$ cat src/rtl/flush_pkg.sv
package flush_pkg;
  localparam int ENT_W     = 72;
  localparam int KIND_LO   = 60;
  localparam int GROUP_BIT = 40;
  localparam int PMAP_LO   = 66;
  localparam int NPORT     = 3;
  localparam int MAC_W     = 48;

  typedef enum logic [1:0] {
    K_FREE  = 2'd0,
    K_ADDR  = 2'd1,
    K_VLAN  = 2'd2,
    K_VADDR = 2'd3
  } kind_e;

  typedef logic [ENT_W-1:0] entry_t;
  typedef logic [NPORT-1:0] pmap_t;

  typedef struct packed {
    logic   touch;
    entry_t img;
  } verdict_t;

  function automatic logic holds_addr(entry_t e);
    return (e[KIND_LO +: 2] == K_ADDR) || (e[KIND_LO +: 2] == K_VADDR);
  endfunction

  function automatic pmap_t prune(pmap_t have, pmap_t drop);
    return have & ~drop;
  endfunction

  function automatic logic port_hit(logic [1:0] pn, pmap_t drop);
    logic [3:0] ext;
    ext = {1'b0, drop};
    return ext[pn];
  endfunction

  // Decide the fate of one entry under a flush mask and mode.
  function automatic verdict_t judge(entry_t e, pmap_t drop, logic grp_only);
    verdict_t v;
    pmap_t    have;
    logic     is_bcast;
    v.touch  = 1'b0;
    v.img    = e;
    have     = e[PMAP_LO +: NPORT];
    is_bcast = &e[MAC_W-1:0];
    if (holds_addr(e) && (drop != '0)) begin
      if (e[GROUP_BIT]) begin
        if (!(grp_only && is_bcast) && ((have & drop) != '0)) begin
          v.touch = 1'b1;
          if (prune(have, drop) == '0) v.img[KIND_LO +: 2] = K_FREE;
          else                         v.img[PMAP_LO +: NPORT] = prune(have, drop);
        end
      end else if (!grp_only && port_hit(e[PMAP_LO +: 2], drop)) begin
        v.touch = 1'b1;
        v.img[KIND_LO +: 2] = K_FREE;
      end
    end
    return v;
  endfunction
endpackage

$ cat src/rtl/flush_walker.sv
module flush_walker #(
  parameter int DEPTH = 16,
  localparam int IDX_W = $clog2(DEPTH)
) (
  input  logic             clk,
  input  logic             rst_n,
  input  logic             start_i,
  output logic             accept_o,
  output logic             busy_o,
  output logic             rd_en_o,
  output logic             eval_o,
  output logic [IDX_W-1:0] idx_o,
  output logic             done_o
);
  typedef enum logic [1:0] {W_IDLE, W_RD, W_EV, W_FIN} wstate_e;

  wstate_e          state;
  logic [IDX_W-1:0] idx;
  logic             last;
  logic             done_q;

  assign last     = (idx == IDX_W'(DEPTH - 1));
  assign accept_o = start_i && (state == W_IDLE);
  assign busy_o   = (state != W_IDLE);
  assign rd_en_o  = (state == W_RD);
  assign eval_o   = (state == W_EV);
  assign idx_o    = idx;
  assign done_o   = done_q;

  always_ff @(posedge clk) begin
    if (!rst_n) begin
      state  <= W_IDLE;
      idx    <= '0;
      done_q <= 1'b0;
    end else begin
      done_q <= (state == W_FIN);
      case (state)
        W_IDLE: if (start_i) begin
          state <= W_RD;
          idx   <= '0;
        end
        W_RD:   state <= W_EV;
        W_EV:   if (last) state <= W_FIN;
                else begin
                  state <= W_RD;
                  idx   <= idx + IDX_W'(1);
                end
        default: state <= W_IDLE;
      endcase
    end
  end


  reads_spaced_chk: assert property (@(posedge clk) disable iff (!rst_n)
    rd_en_o |=> !rd_en_o);

  idx_step_chk: assert property (@(posedge clk) disable iff (!rst_n)
    (rd_en_o && idx_o != '0) |-> (idx_o == IDX_W'($past(idx_o, 2) + 1'b1)));

  first_read_zero_chk: assert property (@(posedge clk) disable iff (!rst_n)
    $rose(busy_o) |-> (rd_en_o && idx_o == '0));

  done_pulse_chk: assert property (@(posedge clk) disable iff (!rst_n)
    done_o |=> !done_o);

  done_after_walk_chk: assert property (@(posedge clk) disable iff (!rst_n)
    done_o |-> (!busy_o && $past(busy_o)));
endmodule

$ cat src/rtl/flush_writeback.sv
module flush_writeback
  import flush_pkg::*;
#(
  parameter int IDX_W = 4
) (
  input  logic             clk,
  input  logic             rst_n,
  input  logic             eval_i,
  input  logic [IDX_W-1:0] idx_i,
  input  entry_t           rd_entry_i,
  input  pmap_t            drop_i,
  input  logic             grp_only_i,
  output logic             wr_en_o,
  output logic [IDX_W-1:0] wr_idx_o,
  output entry_t           wr_entry_o
);
  verdict_t vd;

  always_comb vd = judge(rd_entry_i, drop_i, grp_only_i);

  always_ff @(posedge clk) begin
    if (!rst_n) begin
      wr_en_o    <= 1'b0;
      wr_idx_o   <= '0;
      wr_entry_o <= '0;
    end else begin
      wr_en_o <= eval_i && vd.touch;
      if (eval_i) begin
        wr_idx_o   <= idx_i;
        wr_entry_o <= vd.img;
      end
    end
  end


  write_after_eval_chk: assert property (@(posedge clk) disable iff (!rst_n)
    wr_en_o |-> ($past(eval_i) && wr_idx_o == $past(idx_i)));

  write_differs_chk: assert property (@(posedge clk) disable iff (!rst_n)
    wr_en_o |-> (wr_entry_o != $past(rd_entry_i)));

  freed_or_pruned_chk: assert property (@(posedge clk) disable iff (!rst_n)
    wr_en_o |-> ((wr_entry_o[KIND_LO +: 2] == K_FREE) ||
                 (wr_entry_o[PMAP_LO +: NPORT] != $past(rd_entry_i[PMAP_LO +: NPORT]))));

  group_only_spare_chk: assert property (@(posedge clk) disable iff (!rst_n)
    (wr_en_o && grp_only_i) |-> (wr_entry_o[GROUP_BIT] && !(&wr_entry_o[MAC_W-1:0])));
endmodule

$ cat src/rtl/flush_engine.sv
module flush_engine
  import flush_pkg::*;
#(
  parameter int DEPTH = 16,
  localparam int IDX_W = $clog2(DEPTH)
) (
  input  logic                  clk,
  input  logic                  rst_n,
  input  logic                  start_i,
  input  logic [NPORT-1:0]      drop_mask_i,
  input  logic                  group_only_i,
  output logic                  busy_o,
  output logic                  done_o,
  output logic                  rd_en_o,
  output logic [IDX_W-1:0]      rd_idx_o,
  input  logic [ENT_W-1:0]      rd_entry_i,
  output logic                  wr_en_o,
  output logic [IDX_W-1:0]      wr_idx_o,
  output logic [ENT_W-1:0]      wr_entry_o
);
  logic             accept;
  logic             eval;
  logic [IDX_W-1:0] idx;
  pmap_t            drop_q;
  logic             grp_q;

  always_ff @(posedge clk) begin
    if (!rst_n) begin
      drop_q <= '0;
      grp_q  <= 1'b0;
    end else if (accept) begin
      drop_q <= drop_mask_i;
      grp_q  <= group_only_i;
    end
  end

  assign rd_idx_o = idx;

  flush_walker #(.DEPTH(DEPTH)) u_walk (
    .clk      (clk),
    .rst_n    (rst_n),
    .start_i  (start_i),
    .accept_o (accept),
    .busy_o   (busy_o),
    .rd_en_o  (rd_en_o),
    .eval_o   (eval),
    .idx_o    (idx),
    .done_o   (done_o)
  );

  flush_writeback #(.IDX_W(IDX_W)) u_wb (
    .clk        (clk),
    .rst_n      (rst_n),
    .eval_i     (eval),
    .idx_i      (idx),
    .rd_entry_i (rd_entry_i),
    .drop_i     (drop_q),
    .grp_only_i (grp_q),
    .wr_en_o    (wr_en_o),
    .wr_idx_o   (wr_idx_o),
    .wr_entry_o (wr_entry_o)
  );


  mask_hold_chk: assert property (@(posedge clk) disable iff (!rst_n)
    (busy_o && $past(busy_o)) |-> ($stable(drop_q) && $stable(grp_q)));

  zero_mask_no_write_chk: assert property (@(posedge clk) disable iff (!rst_n)
    wr_en_o |-> (drop_q != '0));

  addr_kind_only_chk: assert property (@(posedge clk) disable iff (!rst_n)
    wr_en_o |-> $past(rd_entry_i[KIND_LO]));

  idle_quiet_chk: assert property (@(posedge clk) disable iff (!rst_n)
    !busy_o |-> (!rd_en_o && !eval));
endmodule

$ cat config.mk
export PLATFORM = sky130hd
export DESIGN_NAME = flush_engine
export DESIGN_NICKNAME = d
export VERILOG_FILES = /design/src/rtl/flush_pkg.sv /design/src/rtl/flush_walker.sv /design/src/rtl/flush_writeback.sv /design/src/rtl/flush_engine.sv
export SDC_FILE = /design/constraint.sdc
export NUM_CORES = 1
export LEC_CHECK = 0
export BUFFER_PORTS_ARGS = -buffer_cell sky130_fd_sc_hd__buf_4
export CAP_MARGIN = 20
export CELL_PAD_IN_SITES_DETAIL_PLACEMENT = 0
export CELL_PAD_IN_SITES_GLOBAL_PLACEMENT = 1
export CORE_MARGIN = 5
export CORE_UTILIZATION = 33
export CTS_BUF_LIST = sky130_fd_sc_hd__clkbuf_16
export DETAILED_ROUTE_END_ITERATION = 10
export PLACE_DENSITY_LB_ADDON = 0.1
export SYNTH_ARGS = -nofsm -noshare
export SYNTH_HDL_FRONTEND = slang
export SYNTH_SLANG_ARGS = --single-unit
$ cat constraint.sdc
create_clock -name clk -period 1.7 [get_ports clk]
set_input_delay 0.085 -clock clk [delete_from_list [all_inputs] [get_ports clk]]
set_output_delay 0.085 -clock clk [all_outputs]
set_load 0.03 [all_outputs]
[Word-level counts from Yosys, hierarchy flattened]
Cells that the tools add are included.
Storage, ports and cells
  memory bits (read-only): 0
  bits in latches: 0
  logic and storage cells: 59
  bits in registers: 88
  input port bits: 79
  memories: 0
  bits in writable memories: 0
  output and inout bits: 84
Operators by class
  add/sub/neg operators: 1
  equality and inequality tests: 8
  reduce and logical (&&, ||, !) cells: 17
  shift operators: 0
  order comparisons: 1
  $mul: 0
  mux-type cells: 21
  bitwise gates (word level): 3
  div/mod/pow operators: 0
Operators with widths (number)
  AND reduction 48 bit: 1
  2-to-1 mux 2 bit: 7
  2-to-1 mux 3 bit: 4
  2-to-1 mux 4 bit: 2
  case mux 4 bit (2 select lines): 1
  bitwise AND 3 bit: 2
  == test 2 bit (second input constant): 3
  logical AND 1 bit: 6
  case mux 2 bit (3 select lines): 1
  nonzero test 3 bit: 2
  2-to-1 mux 1 bit: 5
  adder 4 x 1 -> 4 bit (second input constant): 1
  == test 2 x 1 -> 1 bit (second input constant): 2
  == test 4 bit (second input constant): 1
  inequality test 2 bit (second input constant): 2
  nonzero test 2 bit: 2
  logical NOT 3 bit: 1
  less-than comparator 2 x 3 -> 1 bit (second input constant): 1
  inverter 3 bit: 1
  AND reduction 3 bit: 1
  binary-select mux 1 bit (select 2 bit): 1
  logical NOT 1 bit: 2
  logical NOT 2 bit: 1
  logical OR 1 bit: 1

[Longest topological paths before layout]
Gate-level depths: netlist of the first run.
  word-level depth: 8
  gate-level depth with buffers: 7
  depth with buffers taken out: 6

[Modules after synthesis]
Synthesis of the first run repeated with hierarchy kept, for this count alone.
Second synthesis, totals
  cell total of the unflattened synthesis: 336
  area total of the unflattened synthesis: 3590.9 sq um
By module, submodules not included
  flush_writeback: area each 3095.5 sq um, times used 1, seq. area each 1541.5 sq um, cells each 287
  flush_walker: area each 339.1 sq um, times used 1, seq. area each 140.1 sq um, cells each 36
  flush_engine: area each 156.4 sq um, times used 1, seq. area each 80.1 sq um, cells each 13

[Worst setup path after synthesis of the first run]
OpenSTA, ideal clock, no wires.
  path type: register to register
  start: register u_walk.idx[0], in the netlist u_walk.idx_o[0]
  end: register u_walk.idx[3], in the netlist u_walk.idx_o[3]
  cell stages (with the launch flop): 7
  arrival time: 1.467 ns
  path slack: 0.111 ns
  clock period less this slack: 1.589 ns
  data required time: 1.579 ns
  path through: dfxtp_1 ha_1 and4_1 nor3_2 nand4_1 xor2_1 nor2_1
On the way
  cells in the longest elaborated chain, start to end: 3
  elaborated cells on any way between the ends: 6
  classes of those cells: add/sub: 1; eq/ne: 2; mux: 2; reduce/logical: 1
Ends and longest elaborated chain
  start, declared: line flush_walker.sv:18  | logic [IDX_W-1:0] idx;
  start signal, assigned: line flush_walker.sv:46  | idx <= idx + IDX_W'(1);
  adder 4 x 1 -> 4 bit or == test 4 bit (tied branches): line flush_walker.sv:46, flush_walker.sv:22
  2-to-1 mux 4 bit or inequality test 2 bit (tied branches)
  case mux 4 bit (2 select lines) or AND reduction 3 bit (tied branches)
Several ways; a longest one is shown, not always the timed one. The select of a mux whose other input is x is not followed.
A chain may end at the register's enable or synchronous reset.

[Final worst setup path of the first run]
  start: input port rd_entry_i[8]
  end: register u_wb.wr_entry_o[67]
On the way
  cells in the longest elaborated chain, start to end: 7
Ends and longest elaborated chain
  start, declared: line flush_engine.sv:16  | input logic [ENT_W-1:0] rd_entry_i,
  AND reduction 48 bit: line flush_pkg.sv:46  | is_bcast = &e[MAC_W-1:0];
  logical AND 1 bit: line flush_pkg.sv:49  | if (!(grp_only && is_bcast) && ((have & drop) != '0)) begin
  logical NOT 1 bit: line flush_pkg.sv:49
  logical AND 1 bit: line flush_pkg.sv:49
  2-to-1 mux 3 bit: line flush_pkg.sv:49
  2-to-1 mux 3 bit: line flush_pkg.sv:48  | if (e[GROUP_BIT]) begin
  2-to-1 mux 3 bit: line flush_pkg.sv:47  | if (holds_addr(e) && (drop != '0)) begin
  end signal, assigned: line flush_writeback.sv:30  | wr_entry_o <= vd.img;
  end, declared: line flush_writeback.sv:15  | output entry_t wr_entry_o
Every way passes these cells.

==> out/metrics.yaml, run 1 <==
run_status:
  outcome: "complete, no violations"
floorplan:
  core_area_sq_mm: 0.0108
  start_util_pct: 33.6
  die_w_microns: 115
  die_y_microns: 115
  ios: 163
  rows: 38
  die-area_sq_mm: 0.0132
yosys:
  ys_types: 40
  synth-main-ff-cell: "dfxtp_1"
  ys_ff_latch: 88
  synthXorXnorAreaFrac_pct: 0.241
  avgSynthCellArea_sq_um: 8.48
  async_reset_ff_share_pct: 0
  synth_edf_count: 0
  synth_compound_area_share_pct: 20.3
  ys.warnings.count: 0
  synthAdderAreaFrac_pct: 0.345
  syn_area_sq_mm: 0.00363
  synth_top_family_by_area: "simple AND/OR/NAND/NOR gates"
  synth_cells: 428
  synthMuxAreaShare_pct: 1.65
  synth_simple_gate_area_share_pct: 24.6
  ys_seq_area_share_pct: 48.5
  syn_nets: 508
setup_path:
  r2r-start: "u_walk.idx_o[0]"
  crit_family: "simple AND/OR/NAND/NOR gates"
  cp.required_ps: 1970
  r2r_cells: 6
  cp_slowest_stage_delay_ps: 530
  worst_r2r_endpoint: "u_walk.idx_o[3]"
  rrSetupSlack_ps: 140
  endpoint_kind: "flop"
  cp_cell_sequence: "dlygate4sd3_1, buf_4, nand4_1, nor3_1, a41oi_1, nor2_1, a311o_1"
  cp.depth: 7
  worst-path-buf-inv: 2
  setup.worst_path.end: "u_wb.wr_entry_o[67]"
  cp-start-kind: "input pin"
  crit_fanout: 3
  cp-startpoint: "rd_entry_i[8]"
  path_class: "input pin to flop"
  crit_arrival_ps: 1840
  crit_slowest_cell: "dlygate4sd3_1"
timing:
  finalCriticalPeriod_ps: 1570
  max_freq_mhz: 636
  tightest_slew_ps: 475
  post-route-period-util_pct: 92.5
  fin_skew_ps: 7.44
  rsz0062_at_grt: "no"
  setup_tns_ps: 0
  holdWs_ps: 9.28
  setup_violations: 0
  slew_violations: 0
  relSlewSlack_pct: 68.3
  hold_viol_final: 0
flow_run:
  cap_violations: 0
global_route:
  grt_max_degree: 53
  grtUsageTotal_pct: 16.8
  gr-total-overflow: 0
  grt_pass1_wl_mm: 17.7
  grt_pass1_vias: 3541
  antenna_found_initial: 0
pwr:
  p_leak_nw: 2.40
  irDropWorstVdd_mv: 0.463
  power_density_mw_per_mm2: 849
clocking:
  clk_pin_slew_ps: 60
  htree_levels: 3
  clockBufferDepth: 2
  cts_buffers: 9
  clk_latency_ps: 330
  cts_root_buffer: "clkbuf_16"
  cts_sinks: 88
  postCtsSetupBuffers: 0
  cts_tree: "yes"
drt:
  drt_first_pass_iters: 4
  dr.first_iter.drc_count: 171
  routed_wl_mm: 11.1
  wl_per_cell_microns: 14.5
  drtAntennaViolNets: 0
  drc_errors: 0
  vias: 3680
  via_per_inst: 4.80
finish:
  fillCellCount: 1061
  syn_to_final_growth_pct: 57.2
  layout.nets: 701
  final_layout_size_suffix_gt1_share_pct: 30.4
  insertedDiodeCount: 0
min_path:
  min_path_type: "input pin to flop"
  hp-start: "drop_mask_i[0]"
placed_design:
  hpwl_mm: 7.92
  io_buffers: 162
  place_congestion: 0.774
-- Yosys cell counts, types with 2 or more instances --
cell / n / area, sq um
nand2_1: 150 / 563
dfxtp_1: 88 / 1760
a21boi_1: 72 / 541
buf_2: 15 / 75.1
nand4_1: 13 / 81.3
clkbuf_1: 9 / 33.8
nor2b_1: 9 / 56.3
nand3_1: 8 / 40.0
nor2_1: 8 / 30.0
buf_4: 6 / 45.0
mux2i_1: 6 / 60.1
a21oi_1: 5 / 25.0
nand2b_1: 4 / 25.0
a41o_1: 3 / 30.0
a41oi_1: 3 / 26.3
a211oi_1: 2 / 15.0
a311o_1: 2 / 20.0
o21ai_1: 2 / 10.0
o2bb2ai_1: 2 / 17.5
-- sequential cells by signal (all words and copies together), names as in the netlist --
signal	cells
u_walk.idx_o	4
u_walk.state	2
u_wb.wr_en_o	1
drop_q	3
u_walk.done_o	1
u_wb.wr_idx_o	4
u_wb.wr_entry_o	72
grp_q	1
-- cells in the final DEF (no fill, tap or decap), types with 3 or more instances in the layout --
cell type,Yosys,routed
dlygate4sd3_1,0,44
clkbuf_16,0,9
nand3_1,8,8
mux2i_1,6,6
a21oi_1,5,5
a41oi_1,3,3
nand4_1,13,13
dfxtp_1,88,88
a21boi_1,72,72
nor2b_1,9,8
a41o_1,3,3
nand2_1,150,150
nand2b_1,4,3
buf_4,6,164
buf_12,0,4
nor2_1,8,8
-- final cells by class --
type | instances | area (sq um) | area share, %
tap | 140 | 175 | 3.07
inverter | 1 | 3.75 | 0.0657
timing repair buffer | 212 | 1750 | 30.7
clock buffer | 9 | 225 | 3.94
sequential | 88 | 1760 | 30.9
multi-input combinational | 309 | 1730 | 30.3
clock inverter | 7 | 63.8 | 1.12
-- repair_timing --
action	CTS	global route
hold buffers	42	2
hold endpoints to repair	42	2
setup endpoints to repair	0	3
resized for setup	0	1
-- routing by layer --
metal	vias up	GRT usage, %	routed length, microns
met5	-	0	0
met4	0	6.96	227
met3	17	4.53	867
met2	131	25.5	4950
met1	1698	22.4	5070
li1	1834	-	-
-- cell families (layout without fill, tap and decap cells) --
group / after synthesis / count (layout)
adder cells (fa/ha/maj): 1 / 1
buffers and inverters: 31 / 229
XOR/XNOR: 1 / 1
AND/OR/NAND/NOR: 204 / 204
flip-flops: 88 / 88
multiplexers: 6 / 6
AO/OA/AOI/OAI: 97 / 97
-- how the worst min path moves through the flow --
stage                     endpoint  cells after the start
2_1_floorplan   u_wb.wr_entry_o[0]                      2
3_3_place_gp   u_wb.wr_entry_o[61]                      2
3_5_place_dp   u_wb.wr_entry_o[51]                      3
4_1_cts        u_wb.wr_entry_o[38]                      3
5_1_grt        u_wb.wr_entry_o[21]                      3
6_report                 drop_q[0]                      3
-- worst min-delay path: stages --
cell and delay, ps:
buf_4 80, mux2i_1 50, nor2b_1 90
-- through the flow --
stage	power (mW)	worst slack, ps	instance area, sq um	util, %	instances
global placement	2.88	196	4970	46.1	706
CTS	4.92	74.5	5680	52.7	764
finish	4.85	128	5710	52.9	766
detailed placement	2.89	137	4970	46.1	706
global route	5.07	1.87	5710	52.9	766
floorplan	2.56	111	3630	-	428
-- report_power, final --
part / internal, mW / switching (mW) / leakage, nW
Clock: 1.13 / 0.806 / 0.144
Sequential: 2.13 / 0.0478 / 0.713
Combinational: 0.373 / 0.370 / 1.55
No activity file was read; power rests on OpenSTA's default activity.
==> run 2, diff against run 1 <==
CORE_ASPECT_RATIO = 0.8   (was unset)
==> run 2 against run 1 <==
Compared with the run above:
- clock-buffer cell count unchanged
- sequential power is essentially flat
- register-to-register slack improved by 40 ps
- flip-flop and latch count did not move
- critical endpoint is now u_walk.idx_o[3]
- critical path type is now flop to flop
- hold slack improved by 0.51 ps
- non-clock buffer count rose by 17
- cell area rose by 2.2%
- worst setup slack gained 56 ps
- first-iteration DRC count down 36%
==> out/metrics.yaml, run 2 (synthesis results as in run 1) <==
pwr:
  power_mw: 4.72  # was 4.85 mW
  irDropWorstVdd_mv: 0.574  # was 0.463 mV
  clkPwrFrac_pct: 37.6  # was 39.8%
  power.share.combinational_pct: 16.3  # was 15.3%
  p_sw_share_pct: 25.9  # was 25.2%
  p_leak_nw: 2.47  # was 2.40 nW
  power_density_mw_per_mm2: 808  # was 849 mW/mm^2
  pwr-share-seq_pct: 46.1  # was 44.8%
  p_switching_mw: 1.22  # about the same
  internal_power_mw: 3.50  # was 3.63 mW
global_route:
  grt_pass1_vias: 3680  # was 3,541
  grt_max_degree: 58  # was 53
  antenna_found_initial: 0  # unchanged
  grt_pass1_wl_mm: 18.5  # was 17.7 mm
  gr-total-overflow: 0  # unchanged
  grtUsageTotal_pct: 17.2  # was 16.8%
timing:
  post-route-period-util_pct: 89.2  # was 92.5%
  finalCriticalPeriod_ps: 1520  # was 1570 ps
  hold_viol_final: 0  # unchanged
  slew_violations: 0  # unchanged
  max_freq_mhz: 660  # was 636 MHz
  relSlewSlack_pct: 74.2  # was 68.3%
  setup_tns_ps: 0  # unchanged
  tightest_slew_ps: 380  # was 475 ps
  setup_violations: 0  # unchanged
  fin_skew_ps: 5.55  # was 7.44 ps
  rsz0062_at_grt: "no"  # unchanged
  holdWs_ps: 9.79  # was 9.28 ps
setup_path:
  crit_slowest_cell: "dfxtp_1"  # was dlygate4sd3_1
  cp-startpoint: "u_walk.idx_o[1]"  # was rd_entry_i[8]
  cp.required_ps: 1920  # was 1970 ps
  r2r_cells: 6  # unchanged
  worst-path-buf-inv: 0  # was 2
  rrSetupSlack_ps: 180  # was 140 ps
  cp-start-kind: "flop"  # was input pin
  crit_family: "simple AND/OR/NAND/NOR gates"  # unchanged
  cp_cell_sequence: "ha_1, and4_1, nor3_2, nand4_1, xor2_1, nor2_1"  # was dlygate4sd3_1, buf_4, nand4_1, nor3_1, a41oi_1, nor2_1, a311o_1
  path_class: "flop to flop"  # was input pin to flop
  cp_slowest_stage_delay_ps: 350  # was 530 ps
  crit_fanout: 5  # was 3
  endpoint_kind: "flop"  # unchanged
  worst_r2r_endpoint: "u_walk.idx_o[3]"  # unchanged
  r2r-start: "u_walk.idx_o[1]"  # was u_walk.idx_o[0]
  crit_arrival_ps: 1730  # was 1840 ps
min_path:
  hp-start: "rd_entry_i[21]"  # was drop_mask_i[0]
  min_path_type: "input pin to flop"  # unchanged
  holdPathEnd: "u_wb.wr_entry_o[21]"  # was drop_q[0]
  holdPathStages: 3  # unchanged
finish:
  final_cell_area_sq_mm: 0.00584  # was 0.00571 sq mm
  regMostFlops: "u_wb.wr_entry_o"  # unchanged
  largest_reg_flops: 72  # unchanged
  layout.nets: 718  # was 701
  syn_to_final_growth_pct: 60.8  # was 57.2%
  insertedDiodeCount: 0  # unchanged
  most-common-layout-cells: "173 x buf_4, 150 x nand2_1, 88 x dfxtp_1, 72 x a21boi_1, 53 x dlygate4sd3_1"  # was 164 x buf_4, 150 x nand2_1, 88 x dfxtp_1, 72 x a21boi_1, 44 x dlygate4sd3_1
  layout_commonest_cell: "buf_4"  # unchanged
  final_layout_size_suffix_gt1_share_pct: 30.8  # was 30.4%
  fillCellCount: 1014  # was 1,061
placed_design:
  hpwl_mm: 8.02  # was 7.92 mm
  io_buffers: 162  # unchanged
  place_congestion: 0.782  # was 0.774
  place_area_sq_mm: 0.00500  # was 0.00497 sq mm
clocking:
  cts_tree: "yes"  # unchanged
  clockBufferDepth: 2  # unchanged
  htree_levels: 3  # unchanged
  clk_pin_slew_ps: 60  # about the same
  cts_root_buffer: "clkbuf_16"  # unchanged
  cts_sinks: 88  # unchanged
  clk_latency_ps: 340  # was 330 ps
  cts_buffers: 9  # unchanged
floorplan:
  die-area_sq_mm: 0.0132  # about the same
  die_w_microns: 127  # was 115 microns
  start_util_pct: 33.6  # about the same
  core_area_sq_mm: 0.0108  # about the same
  rows: 34  # was 38
  die_y_microns: 104  # was 115 microns
  ios: 163  # unchanged
drt:
  via_per_inst: 4.69  # was 4.80
  drtAntennaViolNets: 0  # unchanged
  drc_errors: 0  # unchanged
  wl_met1_mm: 5.10  # was 5.07 mm
  dr.first_iter.drc_count: 110  # was 171
  wl_met3_microns: 631  # was 867 microns
  dr.max_layer_used: "met4"  # unchanged
  vias: 3693  # was 3,680
  wl_per_cell_microns: 14.5  # about the same
  wl_met2_mm: 5.42  # was 4.95 mm
  drt_first_pass_iters: 4  # unchanged
  routed_wl_mm: 11.4  # was 11.1 mm
flow_run:
  cap_violations: 0  # unchanged
run_status:
  outcome: "complete, no violations"  # unchanged
-- run 2: cell types whose count changed in the layout (fill, tap and decap cells not counted), sizes merged --
cell,change
buf,+8
bufinv,-1
dlygate4sd3,+9
inv,+1
-- run 2: how the worst max path moves through the flow --
stage | cells past startpoint | slack, ps | endpoint
2_1_floorplan | 6 | 110 | u_walk.idx_o[3]
3_3_place_gp | 6 | 220 | u_walk.idx_o[3]
3_5_place_dp | 4 | 180 | u_wb.wr_entry_o[40]
4_1_cts | 8 | 90 | u_wb.wr_entry_o[67]
5_1_grt | 6 | 70 | u_walk.idx_o[3]
6_report | 6 | 180 | u_walk.idx_o[3]
-- run 2: what timing repair did --
| item | 4_1_cts | 5_1_grt |
|---|---|---|
| setup buffers | 0 | 2 |
| setup endpoints to repair | 0 | 2 |
| hold buffers | 53 | 0 |
| gates resized for setup | 0 | 2 |
| endpoints found under the hold margin | 53 | 0 |
-- run 2: metrics by stage --
stage	instances	utilization (%)	setup slack [ps]
2_1_floorplan	428	-	111
3_3_place_gp	716	46.3	220
3_5_place_dp	716	46.3	178
4_1_cts	785	53.6	88.3
5_1_grt	787	54.0	73.9
6_report	787	54.0	184
-- run 2: power groups by stage --
stage          Combinational [mW]  Sequential [mW]  Clock, mW
2_1_floorplan               0.243             2.32          0
3_3_place_gp                0.664             2.22          0
3_5_place_dp                0.668             2.22          0
4_1_cts                     0.768             2.17       1.85
5_1_grt                     0.831             2.18       1.93
6_report                    0.769             2.17       1.77
-- run 2: final cells by class --
type	count	area (sq um)	share of cell area [%]
timing repair buffer	229	1890	32.4
sequential	88	1760	30.2
multi-input combinational	309	1740	29.7
clock buffer	9	225	3.86
tap	144	180	3.09
clock inverter	7	41.3	0.707
inverter	1	3.75	0.0643
-- run 2: tightest hold or removal path, stage by stage --
cell	delay [ps]
buf_4	110
nand2_1	50
a21boi_1	50
-- run 2: layer usage --
metal	track usage (%)	up-vias
met5	0	-
met4	5.82	0
met3	4.73	18
met2	28.6	94
met1	21.4	1713
li1	-	1868
==> run 3, diff against run 2 <==
CELL_PAD_IN_SITES_DETAIL_PLACEMENT = unset   (was 0)
CELL_PAD_IN_SITES_GLOBAL_PLACEMENT = unset   (was 1)
CORE_UTILIZATION = 47   (was 33)
PLACE_DENSITY = 0.8   (was unset)
PLACE_DENSITY_LB_ADDON = unset   (was 0.1)
==> run 3 against run 2 <==
Compared with the run above:
- via count shrank 2.3%
- sequential power is essentially flat
- routed wire length shrank 5.1%
- non-clock buffer count shrank 40
- first-iteration DRC count grew 45%
- clock power grew 18%
- total power grew 5.2%
- worst setup slack lost 130 ps
- maximum frequency shrank 7.7%
- cell area shrank 6.8%
==> out/metrics.yaml, run 3 (synthesis results as in run 1) <==
run_status:
  outcome: "complete, no violations"  # unchanged
setup_path:
  cp.depth: 7  # was 6
  crit_fanout: 3  # was 5
  r2r-start: "u_walk.idx_o[0]"  # was u_walk.idx_o[1]
  path_class: "input pin to flop"  # was flop to flop
  cp-start-kind: "input pin"  # was flop
  cp.required_ps: 1970  # was 1920 ps
  worst_r2r_endpoint: "u_walk.idx_o[3]"  # unchanged
  r2r_cells: 6  # unchanged
  rrSetupSlack_ps: 130  # was 180 ps
  crit_slowest_cell: "dlygate4sd3_1"  # was dfxtp_1
  crit_arrival_ps: 1910  # was 1730 ps
  cp_slowest_stage_delay_ps: 530  # was 350 ps
  cp_cell_sequence: "dlygate4sd3_1, buf_4, nand3_1, nor3_1, a41oi_1, nor2_1, a311o_1"  # was ha_1, and4_1, nor3_2, nand4_1, xor2_1, nor2_1
  worst-path-buf-inv: 2  # was 0
  crit_family: "simple AND/OR/NAND/NOR gates"  # unchanged
  endpoint_kind: "flop"  # unchanged
floorplan:
  die_w_microns: 108  # was 127 microns
  die_y_microns: 88.6  # was 104 microns
  core_area_sq_mm: 0.00746  # was 0.0108 sq mm
  die-area_sq_mm: 0.00959  # was 0.0132 sq mm
  ios: 163  # unchanged
  rows: 28  # was 34
  start_util_pct: 48.7  # was 33.6%
timing:
  max_freq_mhz: 609  # was 660 MHz
  finalCriticalPeriod_ps: 1640  # was 1520 ps
  relSlewSlack_pct: 61.6  # was 74.2%
  tightest_slew_ps: 572  # was 380 ps
  post-route-period-util_pct: 96.6  # was 89.2%
  hold_viol_final: 0  # unchanged
  setup_tns_ps: 0  # unchanged
  slew_violations: 0  # unchanged
  setup_violations: 0  # unchanged
  fin_skew_ps: 4.79  # was 5.55 ps
  fin_ws_ps: 58.3  # was 184 ps
  rsz0062_at_grt: "no"  # unchanged
global_route:
  antenna_found_initial: 0  # unchanged
  grt_pass1_vias: 3445  # was 3,680
  grt_max_degree: 48  # was 58
  gr-total-overflow: 0  # unchanged
  grt_pass1_wl_mm: 16.9  # was 18.5 mm
  grtUsageTotal_pct: 22.2  # was 17.2%
finish:
  layout.nets: 678  # was 718
  multi_input_area_sq_mm: 0.00172  # was 0.00174 sq mm
  utilization_pct: 72.9  # was 54.0%
  insertedDiodeCount: 0  # unchanged
  regArea_sq_mm: 0.00176  # unchanged
  largest_reg_flops: 72  # unchanged
  syn_to_final_growth_pct: 49.8  # was 60.8%
  fillCellCount: 592  # was 1,014
  layout_commonest_cell: "buf_4"  # unchanged
  final_layout_size_suffix_gt1_share_pct: 31.9  # was 30.8%
  most-common-layout-cells: "167 x buf_4, 150 x nand2_1, 88 x dfxtp_1, 72 x a21boi_1, 19 x dlygate4sd3_1"  # was 173 x buf_4, 150 x nand2_1, 88 x dfxtp_1, 72 x a21boi_1, 53 x dlygate4sd3_1
  regMostFlops: "u_wb.wr_entry_o"  # unchanged
clocking:
  cts_sinks: 88  # unchanged
  clk_latency_ps: 330  # was 340 ps
  htree_levels: 3  # unchanged
  clockBufferDepth: 2  # unchanged
  clk_pin_slew_ps: 60  # about the same
  cts_tree: "yes"  # unchanged
  cts_buffers: 9  # unchanged
  postCtsSetupBuffers: 0  # unchanged
  cts_root_buffer: "clkbuf_16"  # unchanged
placed_design:
  place_congestion: 0.837  # was 0.782
  hpwl_mm: 7.59  # was 8.02 mm
  io_buffers: 162  # unchanged
  post-place-ws_ps: 125  # was 178 ps
pwr:
  p_sw_share_pct: 24.4  # was 25.9%
  power_density_mw_per_mm2: 912  # was 808 mW/mm^2
  p_switching_mw: 1.21  # was 1.22 mW
  internal_power_mw: 3.75  # was 3.50 mW
  pwr-share-seq_pct: 43.8  # was 46.1%
  power.share.combinational_pct: 14.0  # was 16.3%
  power_mw: 4.96  # was 4.72 mW
  p_leak_nw: 2.31  # was 2.47 nW
  irDropWorstVdd_mv: 0.687  # was 0.574 mV
  clkPwrFrac_pct: 42.2  # was 37.6%
min_path:
  holdPathEnd: "u_wb.wr_entry_o[63]"  # was u_wb.wr_entry_o[21]
  min_path_type: "input pin to flop"  # unchanged
  hp-start: "rd_entry_i[63]"  # was rd_entry_i[21]
  holdPathStages: 3  # unchanged
drt:
  drtAntennaViolNets: 0  # unchanged
  dr.first_iter.drc_count: 160  # was 110
  wl_met2_mm: 5.66  # was 5.42 mm
  drc_errors: 0  # unchanged
  wl_met1_mm: 4.40  # was 5.10 mm
  wl_per_cell_microns: 15.3  # was 14.5 microns
  drt_first_pass_iters: 4  # unchanged
  dr.max_layer_used: "met4"  # unchanged
  via_per_inst: 5.10  # was 4.69
  vias: 3609  # was 3,693
  routed_wl_mm: 10.8  # was 11.4 mm
  wl_met3_microns: 581  # was 631 microns
flow_run:
  cap_violations: 0  # unchanged
## run 3: cell count changes in the layout (fill, tap and decap cells not counted), moves of 2 or more
cell	before	now
bufinv_16	0	2
dlygate4sd3_1	53	19
inv_1	3	1
clkinv_4	2	0
buf_4	173	167
## run 3: layout make-up
cell class / count / area share [%]
clock buffers: 9 / 4.14
clock inverters: 6 / 1.70
inverters: 1 / 0.0690
multi-input cells: 309 / 31.6
flip-flops and latches: 88 / 32.4
well taps: 105 / 2.41
repair buffers: 189 / 27.6
## run 3: power groups by stage
stage	clock, mW	sequential, mW	combinational (mW)
6_report	2.09	2.18	0.694
5_1_grt	2.23	2.18	0.746
4_1_cts	2.14	2.17	0.694
3_5_place_dp	0	2.22	0.657
3_3_place_gp	0	2.22	0.647
2_1_floorplan	0	2.32	0.243
## run 3: worst reg2reg max path, stage by stage, from the launching register on
cell and delay, ps:
dfxtp_1 360, ha_1 260, and4_1 230, nor3_2 260, nand4_1 150, xor2_1 150
nor2_1 50
## run 3: metal layers
metal,up-vias,track usage (%)
met5,-,0
met4,0,4.82
met3,12,5.54
met2,100,39.9
met1,1706,27.1
li1,1791,-
## run 3: worst max path at each step
stage	startpoint	end	slack, ps
after floorplan	u_walk.idx_o[0]	u_walk.idx_o[3]	110
final	rd_entry_i[13]	u_wb.wr_entry_o[66]	60
after global routing	u_walk.idx_o[0]	u_walk.idx_o[3]	20
after detailed placement	u_walk.idx_o[0]	u_walk.idx_o[3]	130
after CTS	rd_entry_i[13]	u_wb.wr_entry_o[66]	100
after global placement	u_walk.idx_o[0]	u_walk.idx_o[3]	210
## run 3: repair_timing
action | CTS | global route
gates resized for setup | 0 | 0
hold buffers | 18 | 1
endpoints found under the hold margin | 18 | 1
## run 3: metrics by stage
stage	instance area [sq um]	hold slack, ps	std cells
after global placement	4930	332	673
after floorplan	3630	220	428
after detailed placement	4930	335	673
after global routing	5440	5.64	707
after CTS	5430	1.01	706
final	5440	8.95	707
